===== src/rtl/spi_burst_pkg.sv =====
`timescale 1ns/1ps
package spi_burst_pkg;
  localparam int unsigned LEN_CODE_W = 5;
  localparam int unsigned CNT_W      = 2;
  localparam int unsigned ADDR_CTRL  = 0;
  localparam int unsigned ADDR_DIV   = 1;
  localparam int unsigned ADDR_TX    = 4;
  localparam int unsigned ADDR_RX    = 8;

  // control word bits [10:1]; bit 0 is go/busy
  typedef struct packed {
    logic                  capture_fall;
    logic                  launch_fall;
    logic                  lsb_first;
    logic [CNT_W-1:0]      word_cnt;
    logic [LEN_CODE_W-1:0] len_code;
  } spi_cfg_t;

  localparam int unsigned CFG_W = $bits(spi_cfg_t);
endpackage


===== src/rtl/spi_clk_div.sv =====
`timescale 1ns/1ps
module spi_clk_div #(
  parameter int unsigned DIV_W = 16
) (
  input  logic             clk_i,
  input  logic             rst_ni,
  input  logic             run_i,
  input  logic [DIV_W-1:0] div_i,
  output logic             sclk_o,
  output logic             rise_o,
  output logic             fall_o
);
  logic [DIV_W-1:0] cnt_q;
  logic             sclk_q;
  logic             tick;

  assign tick = run_i && (cnt_q == div_i);

  always_ff @(posedge clk_i or negedge rst_ni) begin
    if (!rst_ni) begin
      cnt_q  <= '0;
      sclk_q <= 1'b0;
    end else if (!run_i) begin
      cnt_q  <= '0;
      sclk_q <= 1'b0;
    end else if (tick) begin
      cnt_q  <= '0;
      sclk_q <= ~sclk_q;
    end else begin
      cnt_q <= cnt_q + 1'b1;
    end
  end

  assign sclk_o = sclk_q;
  assign rise_o = tick & ~sclk_q;
  assign fall_o = tick & sclk_q;
endmodule


===== src/rtl/spi_bit_seq.sv =====
`timescale 1ns/1ps
module spi_bit_seq #(
  parameter int unsigned IDX_W  = 5,
  parameter int unsigned WIDX_W = 2
) (
  input  logic              clk_i,
  input  logic              rst_ni,
  input  logic              start_i,
  input  logic              fall_i,
  input  logic [IDX_W-1:0]  len_m1_i,
  input  logic [WIDX_W-1:0] last_word_i,
  output logic [IDX_W-1:0]  pos_o,
  output logic [WIDX_W-1:0] word_o,
  output logic [IDX_W-1:0]  nxt_pos_o,
  output logic [WIDX_W-1:0] nxt_word_o,
  output logic              first_o,
  output logic              end_o
);
  logic [IDX_W-1:0]  pos_q;
  logic [WIDX_W-1:0] word_q;
  logic              word_end;

  assign word_end   = (pos_q == len_m1_i);
  assign nxt_pos_o  = word_end ? '0 : pos_q + 1'b1;
  assign nxt_word_o = word_end ? word_q + 1'b1 : word_q;
  assign end_o      = fall_i && word_end && (word_q == last_word_i);
  assign first_o    = (pos_q == '0) && (word_q == '0);
  assign pos_o      = pos_q;
  assign word_o     = word_q;

  always_ff @(posedge clk_i or negedge rst_ni) begin
    if (!rst_ni) begin
      pos_q  <= '0;
      word_q <= '0;
    end else if (start_i) begin
      pos_q  <= '0;
      word_q <= '0;
    end else if (fall_i) begin
      pos_q  <= nxt_pos_o;
      word_q <= nxt_word_o;
    end
  end
endmodule


===== src/rtl/spi_data_bank.sv =====
`timescale 1ns/1ps
module spi_data_bank #(
  parameter int unsigned DATA_W    = 32,
  parameter int unsigned NUM_WORDS = 4,
  parameter int unsigned WIDX_W    = 2,
  parameter int unsigned IDX_W     = 5
) (
  input  logic                                clk_i,
  input  logic                                rst_ni,
  input  logic                                tx_we_i,
  input  logic [WIDX_W-1:0]                   tx_idx_i,
  input  logic [DATA_W-1:0]                   tx_data_i,
  input  logic                                rx_clr_i,
  input  logic                                cap_en_i,
  input  logic [WIDX_W-1:0]                   cap_word_i,
  input  logic [IDX_W-1:0]                    cap_pos_i,
  input  logic                                cap_bit_i,
  output logic [NUM_WORDS-1:0][DATA_W-1:0]    tx_o,
  output logic [NUM_WORDS-1:0][DATA_W-1:0]    rx_o
);
  for (genvar i = 0; i < NUM_WORDS; i++) begin : g_word
    always_ff @(posedge clk_i or negedge rst_ni) begin
      if (!rst_ni) tx_o[i] <= '0;
      else if (tx_we_i && tx_idx_i == WIDX_W'(i)) tx_o[i] <= tx_data_i;
    end

    always_ff @(posedge clk_i or negedge rst_ni) begin
      if (!rst_ni) rx_o[i] <= '0;
      else if (rx_clr_i) rx_o[i] <= '0;
      else if (cap_en_i && cap_word_i == WIDX_W'(i)) rx_o[i][cap_pos_i] <= cap_bit_i;
    end
  end
endmodule


===== src/rtl/spi_burst_master.sv =====
`timescale 1ns/1ps
module spi_burst_master
  import spi_burst_pkg::*;
#(
  parameter int unsigned DATA_W    = 32,
  parameter int unsigned NUM_WORDS = 4,
  parameter int unsigned DIV_W     = 16,
  parameter int unsigned ADDR_W    = 4
) (
  input  logic              clk_i,
  input  logic              rst_ni,
  input  logic              reg_we_i,
  input  logic [ADDR_W-1:0] reg_addr_i,
  input  logic [DATA_W-1:0] reg_wdata_i,
  output logic [DATA_W-1:0] reg_rdata_o,
  output logic              sclk_o,
  output logic              mosi_o,
  input  logic              miso_i,
  output logic              ss_no,
  output logic              done_o
);
  localparam int unsigned IDX_W  = LEN_CODE_W;
  localparam int unsigned WIDX_W = (NUM_WORDS > 1) ? $clog2(NUM_WORDS) : 1;

  spi_cfg_t         cfg_q, cfg_new;
  logic [DIV_W-1:0] div_q;
  logic             busy_q, done_q, mosi_q;
  logic             wr_ok, ctrl_we, go, tx_we;
  logic [ADDR_W-1:0] tx_off, rx_off;
  logic [IDX_W-1:0] len_m1, start_pos;
  logic             rise, fall, seq_end, first, cap_en;
  logic [IDX_W-1:0] cur_p, nxt_p;
  logic [WIDX_W-1:0] cur_w, nxt_w;
  logic [NUM_WORDS-1:0][DATA_W-1:0] tx_arr, rx_arr;

  function automatic logic [IDX_W-1:0] pos_of(input logic [IDX_W-1:0] p,
                                              input logic lsb,
                                              input logic [IDX_W-1:0] lm1);
    return lsb ? p : lm1 - p;
  endfunction

  assign wr_ok   = reg_we_i & ~busy_q;
  assign ctrl_we = wr_ok && (reg_addr_i == ADDR_W'(ADDR_CTRL));
  assign go      = ctrl_we & reg_wdata_i[0];
  assign tx_off  = reg_addr_i - ADDR_W'(ADDR_TX);
  assign rx_off  = reg_addr_i - ADDR_W'(ADDR_RX);
  assign tx_we   = wr_ok && (tx_off < ADDR_W'(NUM_WORDS));
  assign cfg_new = spi_cfg_t'(reg_wdata_i[CFG_W:1]);
  // code 0 wraps to all ones: 32-bit word
  assign len_m1    = cfg_q.len_code - IDX_W'(1);
  assign start_pos = cfg_new.lsb_first ? '0 : cfg_new.len_code - IDX_W'(1);

  always_ff @(posedge clk_i or negedge rst_ni) begin
    if (!rst_ni) begin
      cfg_q <= '0;
      div_q <= '0;
    end else begin
      if (ctrl_we) cfg_q <= cfg_new;
      if (wr_ok && reg_addr_i == ADDR_W'(ADDR_DIV)) div_q <= reg_wdata_i[DIV_W-1:0];
    end
  end

  spi_clk_div #(.DIV_W(DIV_W)) u_div (
    .clk_i, .rst_ni, .run_i(busy_q), .div_i(div_q),
    .sclk_o, .rise_o(rise), .fall_o(fall)
  );

  spi_bit_seq #(.IDX_W(IDX_W), .WIDX_W(WIDX_W)) u_seq (
    .clk_i, .rst_ni, .start_i(go), .fall_i(fall),
    .len_m1_i(len_m1), .last_word_i(WIDX_W'(cfg_q.word_cnt)),
    .pos_o(cur_p), .word_o(cur_w), .nxt_pos_o(nxt_p), .nxt_word_o(nxt_w),
    .first_o(first), .end_o(seq_end)
  );

  assign cap_en = cfg_q.capture_fall ? fall : rise;

  spi_data_bank #(.DATA_W(DATA_W), .NUM_WORDS(NUM_WORDS), .WIDX_W(WIDX_W), .IDX_W(IDX_W)) u_bank (
    .clk_i, .rst_ni,
    .tx_we_i(tx_we), .tx_idx_i(tx_off[WIDX_W-1:0]), .tx_data_i(reg_wdata_i),
    .rx_clr_i(go), .cap_en_i(cap_en), .cap_word_i(cur_w),
    .cap_pos_i(pos_of(cur_p, cfg_q.lsb_first, len_m1)), .cap_bit_i(miso_i),
    .tx_o(tx_arr), .rx_o(rx_arr)
  );

  always_ff @(posedge clk_i or negedge rst_ni) begin
    if (!rst_ni) begin
      busy_q <= 1'b0;
      done_q <= 1'b0;
      mosi_q <= 1'b0;
    end else begin
      done_q <= seq_end;
      if (go) begin
        busy_q <= 1'b1;
        mosi_q <= tx_arr[0][start_pos];
      end else if (seq_end) begin
        busy_q <= 1'b0;
        mosi_q <= 1'b0;
      end else if (fall && cfg_q.launch_fall) begin
        mosi_q <= tx_arr[nxt_w][pos_of(nxt_p, cfg_q.lsb_first, len_m1)];
      end else if (rise && !cfg_q.launch_fall && !first) begin
        // first bit was set up at start; later bits move on rising edges
        mosi_q <= tx_arr[cur_w][pos_of(cur_p, cfg_q.lsb_first, len_m1)];
      end
    end
  end

  always_comb begin
    reg_rdata_o = '0;
    if (reg_addr_i == ADDR_W'(ADDR_CTRL))
      reg_rdata_o = DATA_W'({cfg_q, busy_q});
    else if (reg_addr_i == ADDR_W'(ADDR_DIV))
      reg_rdata_o = DATA_W'(div_q);
    else if (tx_off < ADDR_W'(NUM_WORDS))
      reg_rdata_o = tx_arr[tx_off[WIDX_W-1:0]];
    else if (rx_off < ADDR_W'(NUM_WORDS))
      reg_rdata_o = rx_arr[rx_off[WIDX_W-1:0]];
  end

  assign mosi_o = mosi_q;
  assign ss_no  = ~busy_q;
  assign done_o = done_q;
endmodule


===== config.mk =====
export PLATFORM = sky130hd
export DESIGN_NAME = spi_burst_master
export DESIGN_NICKNAME = d
export VERILOG_FILES = /design/src/rtl/spi_burst_pkg.sv /design/src/rtl/spi_clk_div.sv /design/src/rtl/spi_bit_seq.sv /design/src/rtl/spi_data_bank.sv /design/src/rtl/spi_burst_master.sv
export SDC_FILE = /design/constraint.sdc
export NUM_CORES = 1
export LEC_CHECK = 0
export BUFFER_PORTS_ARGS = -buffer_cell sky130_fd_sc_hd__buf_2
export CORE_MARGIN = 2
export CORE_UTILIZATION = 50
export CTS_CLUSTER_DIAMETER = 80
export DETAILED_ROUTE_END_ITERATION = 8
export HOLD_SLACK_MARGIN = 0.12
export PLACE_DENSITY = 0.68
export SLEW_MARGIN = 20
export SYNTH_ARGS = -nofsm -noshare
export SYNTH_HDL_FRONTEND = slang
export SYNTH_HIERARCHICAL = 1
export SYNTH_SLANG_ARGS = --single-unit

===== constraint.sdc =====
create_clock -name clk_i -period 5.4 [get_ports clk_i]
set_clock_uncertainty 0.2 [all_clocks]
set_input_delay 1.08 -clock clk_i [delete_from_list [all_inputs] [get_ports clk_i]]
set_output_delay 1.08 -clock clk_i [all_outputs]
set_load 0.05 [all_outputs]

==> flow_summary.json <==
{
  "setup-tns-final_ns": 0,
  "post-route-min-period_ns": 4.89,
  "synth_area_um2": 19300,
  "leakagePower_nw": 10.1,
  "netlist.area_leader.share_pct": 40.0,
  "p_seq_share_pct": 45.1,
  "power_density_nw_per_um2": 246,
  "dpl.hpwl_um": 36000,
  "reg2reg_from": "cfg_q[0]",
  "max_cap_viol_count": 0,
  "clk_latency_ns": 0.57,
  "synth_top_cell_by_area": "dfrtp_1",
  "row_count": 72,
  "ys_seq_elements": 309,
  "area_growth_pct": 10.5,
  "clkPwrFrac_pct": 48.5,
  "layout.nets": 1705,
  "rsz0062_at_grt": "false",
  "path_cells": "inv_1, ha_1, nor3b_2, xnor2_2, inv_1, xnor2_2, nand3_2, nor2_4, nor2_1, ha_1, inv_1, fa_1, nor3b_1, o21ai_0, a41oi_1, o21bai_1, a21oi_1, a211o_1, a21oi_2, a31oi_1",
  "finalMaxSlewViolations": 0,
  "overflow": 0,
  "ir_worst_vdd_mv": 0.228,
  "wirelength_um": 54900,
  "via_per_inst": 6.28,
  "final_cell_mix": "dfrtp_1, mux2_2, nand2_1",
  "ys.flop_type": "dfrtp_1",
  "numPortBuffers": 75,
  "tightest_slew_ns": 1.06,
  "endpoint_kind": "flop",
  "slew_headroom_pct": 29.3,
  "synth_edf_count": 0,
  "cts-root-buf": "clkbuf_16",
  "hold_class": "reg2reg",
  "layout.cells.non_filler": 2195,
  "gp_congestion": 0.927,
  "grt_pass1_vias": 13900,
  "setup_viol": 0,
  "crit_fanout": 8,
  "crit_type": "reg2reg",
  "worstSetupStartpointType": "flop",
  "period_share_pct": 90.5,
  "setup.worst_path.end": "mosi_o",
  "ioPinCount": 76,
  "regToRegEndpoint": "mosi_o",
  "drc": 0,
  "drive_gt1_share_pct": 30.3,
  "die_x_um": 201,
  "switchingPower_mw": 1.28,
  "dp_cells": 2128,
  "grt_pass1_wl_um": 85100,
  "fin_util_pct": 55.6,
  "wl_per_cell_um": 25.0,
  "die_h_um": 201,
  "start_util_pct": 50.3,
  "grt_max_degree": 136,
  "htreeDepth": 2,
  "reg2reg_slack_ns": 0.51,
  "setup.worst_path.start": "cfg_q[0]",
  "ctsResizeCount": 0,
  "cts_buffers": 36,
  "yosys-top-cells-area": "dfrtp_1, mux4_2, mux2_2",
  "p_comb_share_pct": 6.4,
  "cp_slowest_stage_delay_ns": 0.70,
  "cp.arrival_ns": 5.16,
  "cts_tree": "done",
  "final_common_cell": "dfrtp_1",
  "drtIter0Drc": 1383,
  "swShare_pct": 24.3,
  "cts_setup_buffers": 0,
  "finalHoldWorstSlack_ns": 0.324,
  "hold_viol": 0,
  "required_ns": 5.68,
  "p_int_mw": 3.98,
  "cts.sinks": 309,
  "avgSynthCellArea_um2": 11.9,
  "synthDistinctLibCells": 85,
  "outcome": "finished clean",
  "syn_nets": 1680,
  "power_mw": 5.26,
  "clk_path_buf_depth": 3,
  "slowest_stage": "nor3b_1",
  "first_pass_iters": 6,
  "grt_usage_pct": 27.6,
  "yosysWarnings": 6,
  "die_area_um2": 40200,
  "clk_pin_slew_ns": 0.06,
  "syn_inst": 1624,
  "cts_hold_buf": 0,
  "antenna_found_initial": 1,
  "coreArea_um2": 38400,
  "synth_seq_area_share_pct": 40.0,
  "crit_top_cell": "inv_1",
  "max_freq_mhz": 205,
  "vias": 13800,
  "final_antenna_net_count": 0,
  "rr_worst_depth": 20,
  "async_flop_share_pct": 100
}
-- power by group through the flow --
stage | sequential [mW] | clock, mW | combinational, mW
after CTS | 2.37 | 2.60 | 0.342
after detailed placement | 2.41 | 0 | 0.340
after global placement | 2.41 | 0 | 0.335
after global routing | 2.38 | 2.70 | 0.367
final | 2.37 | 2.55 | 0.338
after floorplan | 2.41 | 0 | 0.191
-- synthesized netlist by cell type (3+ instances only) --
cell / n
a211oi_1: 7
a21oi_1: 10
a22o_1: 16
a22oi_1: 16
a41oi_1: 4
and2_1: 5
and3_1: 3
and3b_1: 4
and4b_1: 6
and4bb_2: 11
buf_1: 14
buf_2: 48
buf_4: 5
buf_6: 11
clkbuf_1: 45
clkbuf_2: 4
dfrtp_1: 309
ha_1: 14
inv_1: 31
mux2_2: 160
mux2i_1: 122
mux4_1: 10
mux4_2: 124
nand2_1: 157
nand2b_1: 111
nand3_1: 14
nand3b_1: 5
nand4_1: 9
nand4b_1: 5
nand4bb_1: 6
nor2_1: 43
nor2b_1: 36
nor3_1: 10
nor3b_1: 6
nor4_1: 11
nor4b_1: 3
nor4b_2: 6
nor4bb_1: 3
o21ai_0: 104
o21ai_1: 8
or4b_4: 3
xnor2_1: 23
xor2_1: 26
-- metrics by stage --
step                cell area [um2]  setup WS (ns)
floorplan                     19300          0.884
global placement              20100          0.800
detailed placement            20100          0.699
CTS                           21300          0.642
global route                  21300          0.194
finish                        21400          0.514
-- kinds of logic (layout without fill, tap and decap cells) --
group | after synthesis | in the layout | synth area share [%]
compound gates | 190 | 190 | 6.08
xor+xnor | 51 | 51 | 2.39
fa+ha+maj | 16 | 16 | 1.11
buf+inv | 160 | 212 | 4.05
flops | 309 | 309 | 40.0
mux | 419 | 419 | 31.7
other cells | 0 | 1 | 0
simple gates | 479 | 479 | 14.7
-- per-layer routing --
layer	wire length, um	global-route usage, %	vias to the layer above
met5	0	0	-
met3	4170	5.29	123
met2	24900	41.7	555
met4	2250	12.1	0
met1	23600	39.0	7075
li1	-	-	6038
-- registers in the layout, indices dropped and copies added (netlist names), 2 cells and up --
name	cells
u_bank/rx_o	128
u_bank/tx_o	128
div_q	16
u_div/cnt_q	16
cfg_q	10
u_seq/pos_o	5
u_seq/word_o	2
-- area by class of cell --
class,instances,area [um2]
Antenna cell,1,2.50
Clock buffer,55,1060
Clock inverter,10,165
Fill cell,3267,17000
Inverter,32,121
Multi-Input combinational cell,1155,10900
Sequential cell,309,7730
Tap cell,518,648
Timing Repair Buffer,115,732
-- worst min-delay path by stage --
stage	from	endpoint	slack [ns]	depth (start not counted)
after floorplan	cfg_q[1]	cfg_q[1]	0.27	2
after global placement	cfg_q[1]	cfg_q[1]	0.30	2
after detailed placement	cfg_q[1]	cfg_q[1]	0.31	2
after CTS	cfg_q[1]	cfg_q[1]	0.32	2
after global routing	cfg_q[1]	cfg_q[1]	0.35	2
final	cfg_q[1]	cfg_q[1]	0.32	2
-- worst max-delay path: cells and delay by family, from the launching register on --
family	cells	cell delay [ns]
DFF	1	0.44
xor gates and xnor gates	2	0.37
buffers and inverters	3	0.30
adders and majority gates	3	0.99
and+or+nand+nor	5	1.39
AOI/OAI and AO/OA	7	1.13
(Power assumes the default switching activity.)
